### config.mk
export PLATFORM = sky130hd
export DESIGN_NAME = frame_fetch_dma
export DESIGN_NICKNAME = d
export VERILOG_FILES = /design/src/rtl/frame_fetch_pkg.sv /design/src/rtl/ffd_ctrl_regs.sv /design/src/rtl/ffd_burst_sizer.sv /design/src/rtl/ffd_seq.sv /design/src/rtl/frame_fetch_dma.sv
export SDC_FILE = /design/constraint.sdc
export NUM_CORES = 1
export LEC_CHECK = 0
export ABC_CLOCK_PERIOD_IN_PS = 9200
export BUFFER_PORTS_ARGS = -buffer_cell sky130_fd_sc_hd__clkbuf_2
export CAP_MARGIN = 30
export CORE_MARGIN = 3
export CORE_UTILIZATION = 55
export DETAILED_ROUTE_END_ITERATION = 7
export PLACE_DENSITY = 0.79
export SETUP_SLACK_MARGIN = 0.5
export SYNTH_ARGS = -nofsm -noshare
export SYNTH_HDL_FRONTEND = slang
export SYNTH_SLANG_ARGS = --single-unit
### constraint.sdc
create_clock -name clk -period 9.2 [get_ports clk]
set_input_delay 0.92 -clock clk [delete_from_list [all_inputs] [get_ports clk]]
set_output_delay 0.92 -clock clk [all_outputs]
set_load 0.03 [all_outputs]
### src/rtl/frame_fetch_pkg.sv
package frame_fetch_pkg;
  localparam int WORD_W       = 32;
  localparam int BLEN_W       = 5;
  localparam int DESC_WORDS   = 4;
  localparam int CMD_PAL_BIT  = 12;
  localparam int CMD_SOF_BIT  = 15;
  localparam int CMD_EOF_BIT  = 16;
  localparam int CTL_EN_BIT   = 0;
  localparam int CTL_BURST_LO = 28;

  typedef enum logic [2:0] {
    ST_IDLE,
    ST_DREQ,
    ST_DRECV,
    ST_BWAIT,
    ST_BREQ,
    ST_BRECV,
    ST_FIN
  } ff_state_e;
endpackage

### src/rtl/ffd_ctrl_regs.sv
module ffd_ctrl_regs
  import frame_fetch_pkg::*;
(
  input  logic              clk,
  input  logic              rst,
  input  logic              reg_we,
  input  logic              reg_sel,
  input  logic [WORD_W-1:0] reg_wdata,
  input  logic              pix_need,
  input  logic              fifo_empty,
  output logic              run_en,
  output logic [1:0]        burst_sel,
  output logic              ptr_wr,
  output logic [WORD_W-1:0] ptr_val,
  output logic              underrun
);
  logic ctl_wr;
  assign ctl_wr  = reg_we && !reg_sel;
  assign ptr_wr  = reg_we && reg_sel;
  assign ptr_val = reg_wdata;

  always_ff @(posedge clk) begin
    if (rst) begin
      run_en    <= 1'b0;
      burst_sel <= 2'd0;
      underrun  <= 1'b0;
    end else begin
      if (ctl_wr) begin
        run_en    <= reg_wdata[CTL_EN_BIT];
        burst_sel <= reg_wdata[CTL_BURST_LO+1:CTL_BURST_LO];
      end
      if (run_en && pix_need && fifo_empty)
        underrun <= 1'b1;
      else if (ctl_wr)
        underrun <= 1'b0;
    end
  end

  a_r13_underrun_sticky: assert property (@(posedge clk) disable iff (rst)
    underrun && !ctl_wr |=> underrun);
  a_r13_no_set_disabled: assert property (@(posedge clk) disable iff (rst)
    !run_en && !underrun |=> !underrun);
endmodule

### src/rtl/ffd_burst_sizer.sv
module ffd_burst_sizer
  import frame_fetch_pkg::*;
#(
  parameter int LEN_W = 12
) (
  input  logic [LEN_W-1:0]  remaining,
  input  logic [1:0]        burst_sel,
  output logic [BLEN_W-1:0] bmax,
  output logic [BLEN_W-1:0] bsz
);
  always_comb begin
    case (burst_sel)
      2'd0:    bmax = BLEN_W'(4);
      2'd1:    bmax = BLEN_W'(8);
      default: bmax = BLEN_W'(16);
    endcase
    if (remaining < LEN_W'(bmax))
      bsz = remaining[BLEN_W-1:0];
    else
      bsz = bmax;
  end
endmodule

### src/rtl/ffd_seq.sv
module ffd_seq
  import frame_fetch_pkg::*;
#(
  parameter int LEN_W   = 12,
  parameter int SPACE_W = 6
) (
  input  logic               clk,
  input  logic               rst,
  input  logic               run_en,
  input  logic [1:0]         burst_sel,
  input  logic               ptr_wr,
  input  logic [WORD_W-1:0]  ptr_val,
  output logic               mem_req,
  output logic [WORD_W-1:0]  mem_addr,
  output logic [BLEN_W-1:0]  mem_len,
  input  logic               mem_gnt,
  input  logic               mem_rvalid,
  input  logic [WORD_W-1:0]  mem_rdata,
  output logic               fifo_push,
  output logic [WORD_W-1:0]  fifo_wdata,
  output logic               fifo_pal,
  input  logic [SPACE_W-1:0] fifo_space,
  output logic               sof_evt,
  output logic               eof_evt,
  output logic [WORD_W-1:0]  frame_id
);
  localparam int ADDR_PAD = WORD_W - BLEN_W - 2;
  localparam int REM_PAD  = LEN_W - BLEN_W;

  ff_state_e          state;
  logic [BLEN_W-1:0]  cnt;
  logic [BLEN_W-1:0]  cur_len;
  logic [WORD_W-1:0]  desc_ptr;
  logic [WORD_W-1:0]  nxt_ptr;
  logic [WORD_W-1:0]  buf_addr;
  logic [LEN_W-1:0]   rem;
  logic               cmd_eof;
  logic               cmd_pal;
  logic [BLEN_W-1:0]  bmax;
  logic [BLEN_W-1:0]  bsz;
  logic               room_ok;

  ffd_burst_sizer #(.LEN_W(LEN_W)) u_sizer (
    .remaining (rem),
    .burst_sel (burst_sel),
    .bmax      (bmax),
    .bsz       (bsz)
  );

  assign room_ok  = int'(fifo_space) >= (int'(bsz) + int'(fifo_push));
  assign mem_req  = (state == ST_DREQ) || (state == ST_BREQ);
  assign mem_addr = (state == ST_DREQ) ? desc_ptr : buf_addr;
  assign mem_len  = (state == ST_DREQ) ? BLEN_W'(DESC_WORDS) : cur_len;

  always_ff @(posedge clk) begin
    if (rst) begin
      state      <= ST_IDLE;
      cnt        <= '0;
      cur_len    <= '0;
      desc_ptr   <= '0;
      nxt_ptr    <= '0;
      buf_addr   <= '0;
      rem        <= '0;
      cmd_eof    <= 1'b0;
      cmd_pal    <= 1'b0;
      fifo_push  <= 1'b0;
      fifo_wdata <= '0;
      fifo_pal   <= 1'b0;
      sof_evt    <= 1'b0;
      eof_evt    <= 1'b0;
      frame_id   <= '0;
    end else begin
      fifo_push <= 1'b0;
      sof_evt   <= 1'b0;
      eof_evt   <= 1'b0;
      case (state)
        ST_IDLE: begin
          if (ptr_wr) desc_ptr <= ptr_val;
          if (run_en) state <= ST_DREQ;
        end
        ST_DREQ: begin
          if (mem_gnt) begin
            cnt   <= '0;
            state <= ST_DRECV;
          end
        end
        ST_DRECV: begin
          if (mem_rvalid) begin
            cnt <= cnt + 1'b1;
            case (cnt[1:0])
              2'd0: nxt_ptr  <= mem_rdata;
              2'd1: buf_addr <= mem_rdata;
              2'd2: frame_id <= mem_rdata;
              default: begin
                rem     <= mem_rdata[LEN_W-1:0];
                cmd_eof <= mem_rdata[CMD_EOF_BIT];
                cmd_pal <= mem_rdata[CMD_PAL_BIT];
                sof_evt <= mem_rdata[CMD_SOF_BIT];
                state   <= (mem_rdata[LEN_W-1:0] == '0) ? ST_FIN : ST_BWAIT;
              end
            endcase
          end
        end
        ST_BWAIT: begin
          if (room_ok) begin
            cur_len <= bsz;
            state   <= ST_BREQ;
          end
        end
        ST_BREQ: begin
          if (mem_gnt) begin
            cnt      <= '0;
            buf_addr <= buf_addr + {{ADDR_PAD{1'b0}}, cur_len, 2'b00};
            rem      <= rem - {{REM_PAD{1'b0}}, cur_len};
            state    <= ST_BRECV;
          end
        end
        ST_BRECV: begin
          if (mem_rvalid) begin
            fifo_push  <= 1'b1;
            fifo_wdata <= mem_rdata;
            fifo_pal   <= cmd_pal;
            cnt        <= cnt + 1'b1;
            if (cnt == cur_len - 1'b1)
              state <= (rem == '0) ? ST_FIN : ST_BWAIT;
          end
        end
        ST_FIN: begin
          eof_evt  <= cmd_eof;
          desc_ptr <= nxt_ptr;
          state    <= run_en ? ST_DREQ : ST_IDLE;
        end
        default: state <= ST_IDLE;
      endcase
    end
  end

  a_r4_req_hold: assert property (@(posedge clk) disable iff (rst)
    mem_req && !mem_gnt |=> mem_req && $stable(mem_addr) && $stable(mem_len));
  a_r3_len_bound: assert property (@(posedge clk) disable iff (rst)
    state == ST_BREQ |-> cur_len != '0 && cur_len <= bmax);
  a_r2_beat_bound: assert property (@(posedge clk) disable iff (rst)
    state == ST_BRECV |-> cnt < cur_len);
  a_r7_eof_no_push: assert property (@(posedge clk) disable iff (rst)
    eof_evt |-> !fifo_push);
  a_r6_sof_single: assert property (@(posedge clk) disable iff (rst)
    sof_evt |=> !sof_evt);
endmodule

### src/rtl/frame_fetch_dma.sv
module frame_fetch_dma
  import frame_fetch_pkg::*;
#(
  parameter int LEN_W      = 12,
  parameter int FIFO_DEPTH = 32,
  localparam int SPACE_W   = $clog2(FIFO_DEPTH + 1)
) (
  input  logic               clk,
  input  logic               rst,
  input  logic               reg_we,
  input  logic               reg_sel,
  input  logic [31:0]        reg_wdata,
  output logic               mem_req,
  output logic [31:0]        mem_addr,
  output logic [4:0]         mem_len,
  input  logic               mem_gnt,
  input  logic               mem_rvalid,
  input  logic [31:0]        mem_rdata,
  output logic               fifo_push,
  output logic [31:0]        fifo_wdata,
  output logic               fifo_pal,
  input  logic [SPACE_W-1:0] fifo_space,
  input  logic               fifo_empty,
  input  logic               pix_need,
  output logic               sof_evt,
  output logic               eof_evt,
  output logic [31:0]        frame_id,
  output logic               underrun
);
  logic              run_en;
  logic [1:0]        burst_sel;
  logic              ptr_wr;
  logic [WORD_W-1:0] ptr_val;

  ffd_ctrl_regs u_regs (
    .clk        (clk),
    .rst        (rst),
    .reg_we     (reg_we),
    .reg_sel    (reg_sel),
    .reg_wdata  (reg_wdata),
    .pix_need   (pix_need),
    .fifo_empty (fifo_empty),
    .run_en     (run_en),
    .burst_sel  (burst_sel),
    .ptr_wr     (ptr_wr),
    .ptr_val    (ptr_val),
    .underrun   (underrun)
  );

  ffd_seq #(.LEN_W(LEN_W), .SPACE_W(SPACE_W)) u_seq (
    .clk        (clk),
    .rst        (rst),
    .run_en     (run_en),
    .burst_sel  (burst_sel),
    .ptr_wr     (ptr_wr),
    .ptr_val    (ptr_val),
    .mem_req    (mem_req),
    .mem_addr   (mem_addr),
    .mem_len    (mem_len),
    .mem_gnt    (mem_gnt),
    .mem_rvalid (mem_rvalid),
    .mem_rdata  (mem_rdata),
    .fifo_push  (fifo_push),
    .fifo_wdata (fifo_wdata),
    .fifo_pal   (fifo_pal),
    .fifo_space (fifo_space),
    .sof_evt    (sof_evt),
    .eof_evt    (eof_evt),
    .frame_id   (frame_id)
  );
endmodule

==> results of run 1 <==
## layout by cell type, fill, tap and decap left out, types with 5 or more instances in the layout
master / n
nand2_1: 256
dfxtp_1: 195
clkbuf_2: 183
a21oi_1: 139
nor2_1: 89
mux2i_1: 53
a211oi_1: 43
o21ai_0: 40
mux2_2: 30
ha_1: 25
nor3_1: 19
inv_1: 19
nand3_1: 18
clkbuf_16: 17
nand4_1: 15
a31oi_1: 15
buf_4: 11
and3_1: 9
nor4_1: 8
and2_1: 7
a21o_1: 7
nor2b_1: 7
o21a_1: 7
nand2b_1: 6
xor2_1: 6
xnor2_1: 6
or3_1: 6
o31ai_1: 6
a32o_1: 5
a311oi_1: 5
inv_8: 5
## per-layer routing
| metal | vias up | track usage, % | wire length [um] |
|---|---|---|---|
| li1 | 4497 | - | - |
| met1 | 4361 | 41.6 | 12200 |
| met2 | 429 | 46.1 | 13100 |
| met3 | 35 | 6.86 | 2840 |
| met4 | 0 | 9.55 | 503 |
| met5 | - | 0 | 0 |
## sequential cells by signal (all words and copies together) (netlist names), 2 cells and up
signal            flops
u_regs.burst_sel      2
u_seq.state           3
u_seq.cur_len         5
u_seq.buf_addr       32
u_seq.fifo_wdata     32
u_seq.rem            12
u_seq.nxt_ptr        32
u_seq.frame_id       32
u_seq.cnt             5
u_seq.desc_ptr       32
## power groups by stage
stage          Clock (W)  Sequential (W)  Combinational, W
2_1_floorplan          0        0.000888          0.000110
3_3_place_gp           0        0.000895          0.000164
3_5_place_dp           0        0.000895          0.000171
4_1_cts         0.000762        0.000876          0.000172
5_1_grt         0.000796        0.000878          0.000189
6_report        0.000752        0.000876          0.000174
## worst max-delay path by stage
stage                        start          endpoint  slack, ns  cells past startpoint
2_1_floorplan  u_regs.burst_sel[1]  u_seq.cur_len[0]       5.50                     21
3_3_place_gp   u_regs.burst_sel[1]  u_seq.cur_len[0]       4.98                     19
3_5_place_dp   u_regs.burst_sel[1]  u_seq.cur_len[1]       4.96                     19
4_1_cts        u_regs.burst_sel[1]  u_seq.cur_len[1]       4.94                     19
5_1_grt        u_regs.burst_sel[1]  u_seq.cur_len[0]       4.55                     19
6_report       u_regs.burst_sel[1]  u_seq.cur_len[0]       4.86                     19
## through the flow
step,util [%],std cells,area (um2),total power (W),setup slack (ns)
6_report,67.0,1560,11300,0.00180,4.86
5_1_grt,67.0,1560,11300,0.00186,4.55
4_1_cts,67.0,1560,11300,0.00181,4.94
3_5_place_dp,63.4,1528,10700,0.00107,4.96
3_3_place_gp,62.5,1521,10500,0.00106,4.98
2_1_floorplan,-,1195,9580,0.000999,5.50
## cell type report
type,instances,area [um2],share of cell area [%]
multi-input combinational,894,5280,46.8
timing repair buffer,200,1140,10.1
sequential,195,3900,34.6
clock inverter,15,173,1.53
inverter,19,71.3,0.633
clock buffer,17,425,3.78
tap,220,275,2.44
## worst min-delay path, stage by stage (launching register included)
cell and delay, ns:
dfxtp_1 0.31, nand2_1 0.05, a21oi_1 0.05
## kinds of logic after synthesis
| family | after synthesis | synth area share [%] |
|---|---|---|
| flip-flops | 195 | 40.8 |
| XOR/XNOR | 12 | 1.10 |
| multiplexers | 83 | 9.07 |
| AO/OA/AOI/OAI | 308 | 19.9 |
| AND/OR/NAND/NOR | 464 | 21.2 |
| adder cells (fa/ha/maj) | 27 | 3.68 |
| buffers and inverters | 106 | 4.34 |
==> flow_summary.json, run 1 <==
{
  "start_kind": "flip-flop",
  "drc": 0,
  "hold_end": "u_seq.nxt_ptr[2]",
  "wl_per_cell_um": 18.4,
  "end_kind": "flip-flop",
  "hp-start": "u_seq.nxt_ptr[2]",
  "row_count": 47,
  "fin_nets": 1432,
  "path_buf_inv": 1,
  "fillCellCount": 1447,
  "status": "finished, final reports clean",
  "track_usage_pct": 29.9,
  "worstPathMaxFanout": 11,
  "r2r_slack_ns": 4.86,
  "vdd_drop_max_uv": 143,
  "p_sw_share_pct": 28.2,
  "gr-total-overflow": 0,
  "cts_max_path_buffers": 2,
  "initial_core_util_pct": 56.9,
  "synth_area_leaders": "dfxtp_1 (41%), nand2_1 (10%), a21oi_1 (7.3%)",
  "grt_setup_unrepaired": "no",
  "cpLargestDelayFamily": "simple AND/OR/NAND/NOR gates",
  "cp.required_ns": 9.52,
  "slowest_stage": "nor2b_1",
  "finalSetupViolations": 0,
  "syn-num-nets": 1300,
  "grt_first_pass_wirelength_mm": 44.7,
  "leakagePower_nw": 4.53,
  "area_delta_synth_final_pct": 17.7,
  "dp.final_hpwl_mm": 20.0,
  "min_path_cells": 2,
  "p_clk_share_pct": 41.7,
  "synth_common_cells": "nand2_1 (256), dfxtp_1 (195), a21oi_1 (140)",
  "synth_edf_count": 0,
  "core_area_um2": 16800,
  "r2r_end": "u_seq.cur_len[0]",
  "htreeDepth": 4,
  "synth_top_cell_by_area": "dfxtp_1",
  "grt_max_degree": 94,
  "drive_gt1_share_pct": 20.5,
  "ctsHoldBuffers": 0,
  "period_share_pct": 47.2,
  "r2r_cells": 19,
  "path_class": "reg2reg",
  "die_w_um": 138,
  "antennaDiodeCount": 0,
  "avgSynthCellArea_um2": 8.01,
  "cts-buffers-inserted": 17,
  "hold_viol": 0,
  "via_count": 9322,
  "maxSlewHeadroom_pct": 43.7,
  "cts_tree": "done",
  "seq_area_frac_synth_pct": 40.8,
  "path_cells": "inv_1 > nand2_1 > ha_1 > o31a_1 > o21ai_0 > and4b_1 > and2_1 > ha_1 > ha_1 > nand3_1 > xor2_1 > nand2_1 > o21ai_0 > ha_1 > nand3_1 > o21ai_0 > nor2b_1 > mux2i_1 > nor2_1",
  "async_flop_share_pct": 0,
  "internal-power_w": 0.00129,
  "tns_ns": 0,
  "yosys_register_bits": 195,
  "antenna_found_initial": 0,
  "fmax_mhz": 230,
  "grt_pass1_vias": 8710,
  "yosysWarnings": 0,
  "worst_path_most_repeated_cell": "ha_1",
  "insertion_delay_ns": 0.45,
  "yosysMostFrequentCell": "nand2_1",
  "combinationalPowerShare_pct": 9.6,
  "wirelength_mm": 28.7,
  "die_area_um2": 19000,
  "io_pins": 185,
  "worst_clock_skew_ns": 0.0123,
  "p_per_area_nw_per_um2": 160,
  "syn_area_um2": 9580,
  "tightest_slew_ns": 0.844,
  "pwr-share-seq_pct": 48.6,
  "ctsResizeCount": 0,
  "cpPeakStageDelay_ns": 0.55,
  "cts_sinks": 195,
  "io_buffers": 184,
  "die_h_um": 138,
  "drtPass1Iterations": 6,
  "fin_crit_ns": 4.34,
  "viasPerCell": 5.98,
  "root_buffer": "clkbuf_16",
  "synth_flop_cell": "dfxtp_1",
  "gp_congestion": 0.906,
  "drtIter0Drc": 841,
  "slew_violations": 0,
  "timing.rr.start": "u_regs.burst_sel[1]",
  "post_cts_buffers": 0,
  "cp.arrival_ns": 4.66,
  "holdWs_ns": 0.455,
  "maxCapViolations": 0,
  "synthCells": 1195,
  "switching_power_w": 0.000509,
  "hold_path.class": "reg2reg",
  "synth_top_area_share_pct": 40.8,
  "yosysUniqueCellTypes": 65,
  "ant_nets": 0,
  "clk_pin_slew_ns": 0.08
}
Note: power is estimated with default switching activity, not from simulation.
==> run 2: changes to the inputs <==
Settings changed: ABC_CLOCK_PERIOD_IN_PS 9200 to 4100.
Clock period 9.2 ns to 4.1 ns, I/O delays scaled along.
==> run 2 against run 1 <==
Against the previous run: maximum frequency is 28% higher; register-to-register slack worse by 4.1 ns; largest cell class unchanged; routed wire length is 0.75% lower; first-iteration DRC count is 22% higher; global-route usage is 0.67 points lower; cell area is 0.22% higher; flip-flop and latch count stayed put; critical endpoint unchanged; count of clock-buffer cells in the layout is 3 higher.
==> flow_summary.json, run 2 (same netlist as run 1, synthesis figures left out) <==
{
  "insertion_delay_ns": 0.44,
  "grt_first_pass_wirelength_mm": 43.7,
  "path_class": "reg2reg",
  "tightest_slew_ns": 0.922,
  "gp_congestion": 0.910,
  "finalSetupViolations": 0,
  "cp.required_ns": 4.39,
  "p_per_area_nw_per_um2": 357,
  "drtIter0Drc": 1023,
  "worst_path_most_repeated_cell": "ha_4",
  "grt_pass1_vias": 8366,
  "gr-total-overflow": 0,
  "grt_max_degree": 80,
  "dp.final_hpwl_mm": 19.8,
  "hold_end": "u_regs.underrun",
  "io_buffers": 184,
  "r2r_cells": 17,
  "period_share_pct": 82.6,
  "die_w_um": 138,
  "holdWs_ns": 0.230,
  "worst_clock_skew_ns": 0.0109,
  "power_w": 0.00403,
  "drive_gt1_share_pct": 21.7,
  "hold_viol": 0,
  "die_area_um2": 19000,
  "status": "finished, final reports clean",
  "slowest_stage": "nor4_1",
  "maxCapViolations": 0,
  "cpPeakStageDelay_ns": 0.53,
  "maxSlewHeadroom_pct": 38.5,
  "vdd_drop_max_uv": 305,
  "cts_tree": "done",
  "area_delta_synth_final_pct": 17.9,
  "via_count": 9360,
  "antennaDiodeCount": 0,
  "ant_nets": 0,
  "clk_pin_slew_ns": 0.07,
  "antenna_found_initial": 0,
  "io_pins": 185,
  "fin_crit_ns": 3.39,
  "track_usage_pct": 29.2,
  "hold_path.class": "in2reg",
  "cts_sinks": 195,
  "root_buffer": "clkbuf_16",
  "layout.cells.most_common": "nand2_1",
  "start_kind": "flip-flop",
  "fin_nets": 1440,
  "r2r_slack_ns": 0.71,
  "wl_per_cell_um": 18.1,
  "initial_core_util_pct": 56.9,
  "final_cell_mix": "nand2_1 (255), dfxtp_1 (192), clkbuf_2 (183)",
  "hp-start": "fifo_empty",
  "grt_setup_unrepaired": "no",
  "leakagePower_nw": 4.54,
  "r2r_end": "u_seq.cur_len[0]",
  "cts_max_path_buffers": 2,
  "min_path_cells": 3,
  "worstPathMaxFanout": 8,
  "htreeDepth": 4,
  "die_h_um": 138,
  "core_area_um2": 16800,
  "cts-buffers-inserted": 17,
  "end_kind": "flip-flop",
  "cp.arrival_ns": 3.67,
  "timing.rr.start": "u_seq.rem[7]",
  "viasPerCell": 5.97,
  "drtPass1Iterations": 5,
  "row_count": 47,
  "slew_violations": 0,
  "drc": 0,
  "fmax_mhz": 295,
  "path_cells": "nor4_1 > and4b_1 > and2_4 > ha_4 > ha_4 > nand3_1 > xor2_1 > nand2_1 > o21ai_1 > ha_1 > a21o_1 > a21oi_2 > o21ai_2 > nor2b_1 > buf_4 > mux2i_1 > nor2_1",
  "wirelength_mm": 28.5,
  "tns_ns": 0
}
run 2: cell count changes in the layout (fill, tap and decap cells not counted), sizes merged:
cell / previous run / this run
buf: 17 / 25
bufinv: 0 / 1
clkbuf: 200 / 203
clkinv: 4 / 5
clkinvlp: 1 / 2
inv: 29 / 23
run 2: worst max-delay path: cells and delay by family, from the launching register on:
kind / cells / cell delay [ns]
adder cells (fa/ha/maj): 3 / 0.58
flip-flops: 1 / 0.37
AND/OR/NAND/NOR: 7 / 1.38
AO/OA/AOI/OAI: 4 / 0.45
buffers and inverters: 1 / 0.16
multiplexers: 1 / 0.14
XOR/XNOR: 1 / 0.16
run 2: final cells by class:
cell class                      count  area (um2)
Sequential cell                   195        3910
Clock buffer                       20         457
Inverter                           19        71.3
Timing Repair Buffer              208        1140
Fill cell                        1455        5530
Clock inverter                     12         124
Tap cell                          220         275
Multi-Input combinational cell    894        5320
run 2: where the power goes:
part           switching, W  internal [W]  leakage, nW
Combinational      0.000265      0.000145         2.68
Sequential        0.0000229       0.00193         1.58
Clock              0.000780      0.000886        0.282
run 2: through the flow:
stage | instance area [um2] | util [%] | setup slack, ns | cells
floorplan | 9580 | - | 0.521 | 1195
global placement | 10600 | 63.0 | 0.337 | 1529
detailed placement | 10600 | 63.1 | 0.301 | 1530
CTS | 11200 | 66.6 | 0.506 | 1562
global route | 11300 | 67.1 | 0.499 | 1568
finish | 11300 | 67.1 | 0.714 | 1568
run 2: worst max-delay path by stage:
stage	startpoint	end	slack, ns	cells after the start
after floorplan	u_regs.burst_sel[1]	u_seq.cur_len[0]	0.52	21
after global placement	u_regs.burst_sel[1]	u_seq.cur_len[0]	0.34	20
after detailed placement	u_regs.burst_sel[1]	u_seq.cur_len[0]	0.30	20
after CTS	u_regs.burst_sel[1]	u_seq.cur_len[0]	0.51	21
after global routing	u_regs.burst_sel[1]	u_seq.cur_len[1]	0.50	21
final	u_seq.rem[7]	u_seq.cur_len[0]	0.71	17
run 2: per-layer routing:
metal  GRT usage, %  up-vias  wire [um]
met3           7.62       33       2880
met4           6.64        0        337
li1               -     4502          -
met5              0        -          0
met1           41.0     4408      12400
met2           45.4      417      12900
run 2: repair_timing:
item | 4_1_cts | 5_1_grt
setup endpoints to repair | 6 | 8
pin swaps | 0 | 5
setup buffers | 0 | 6
hold buffers | 0 | 0
gates resized for setup | 5 | 13
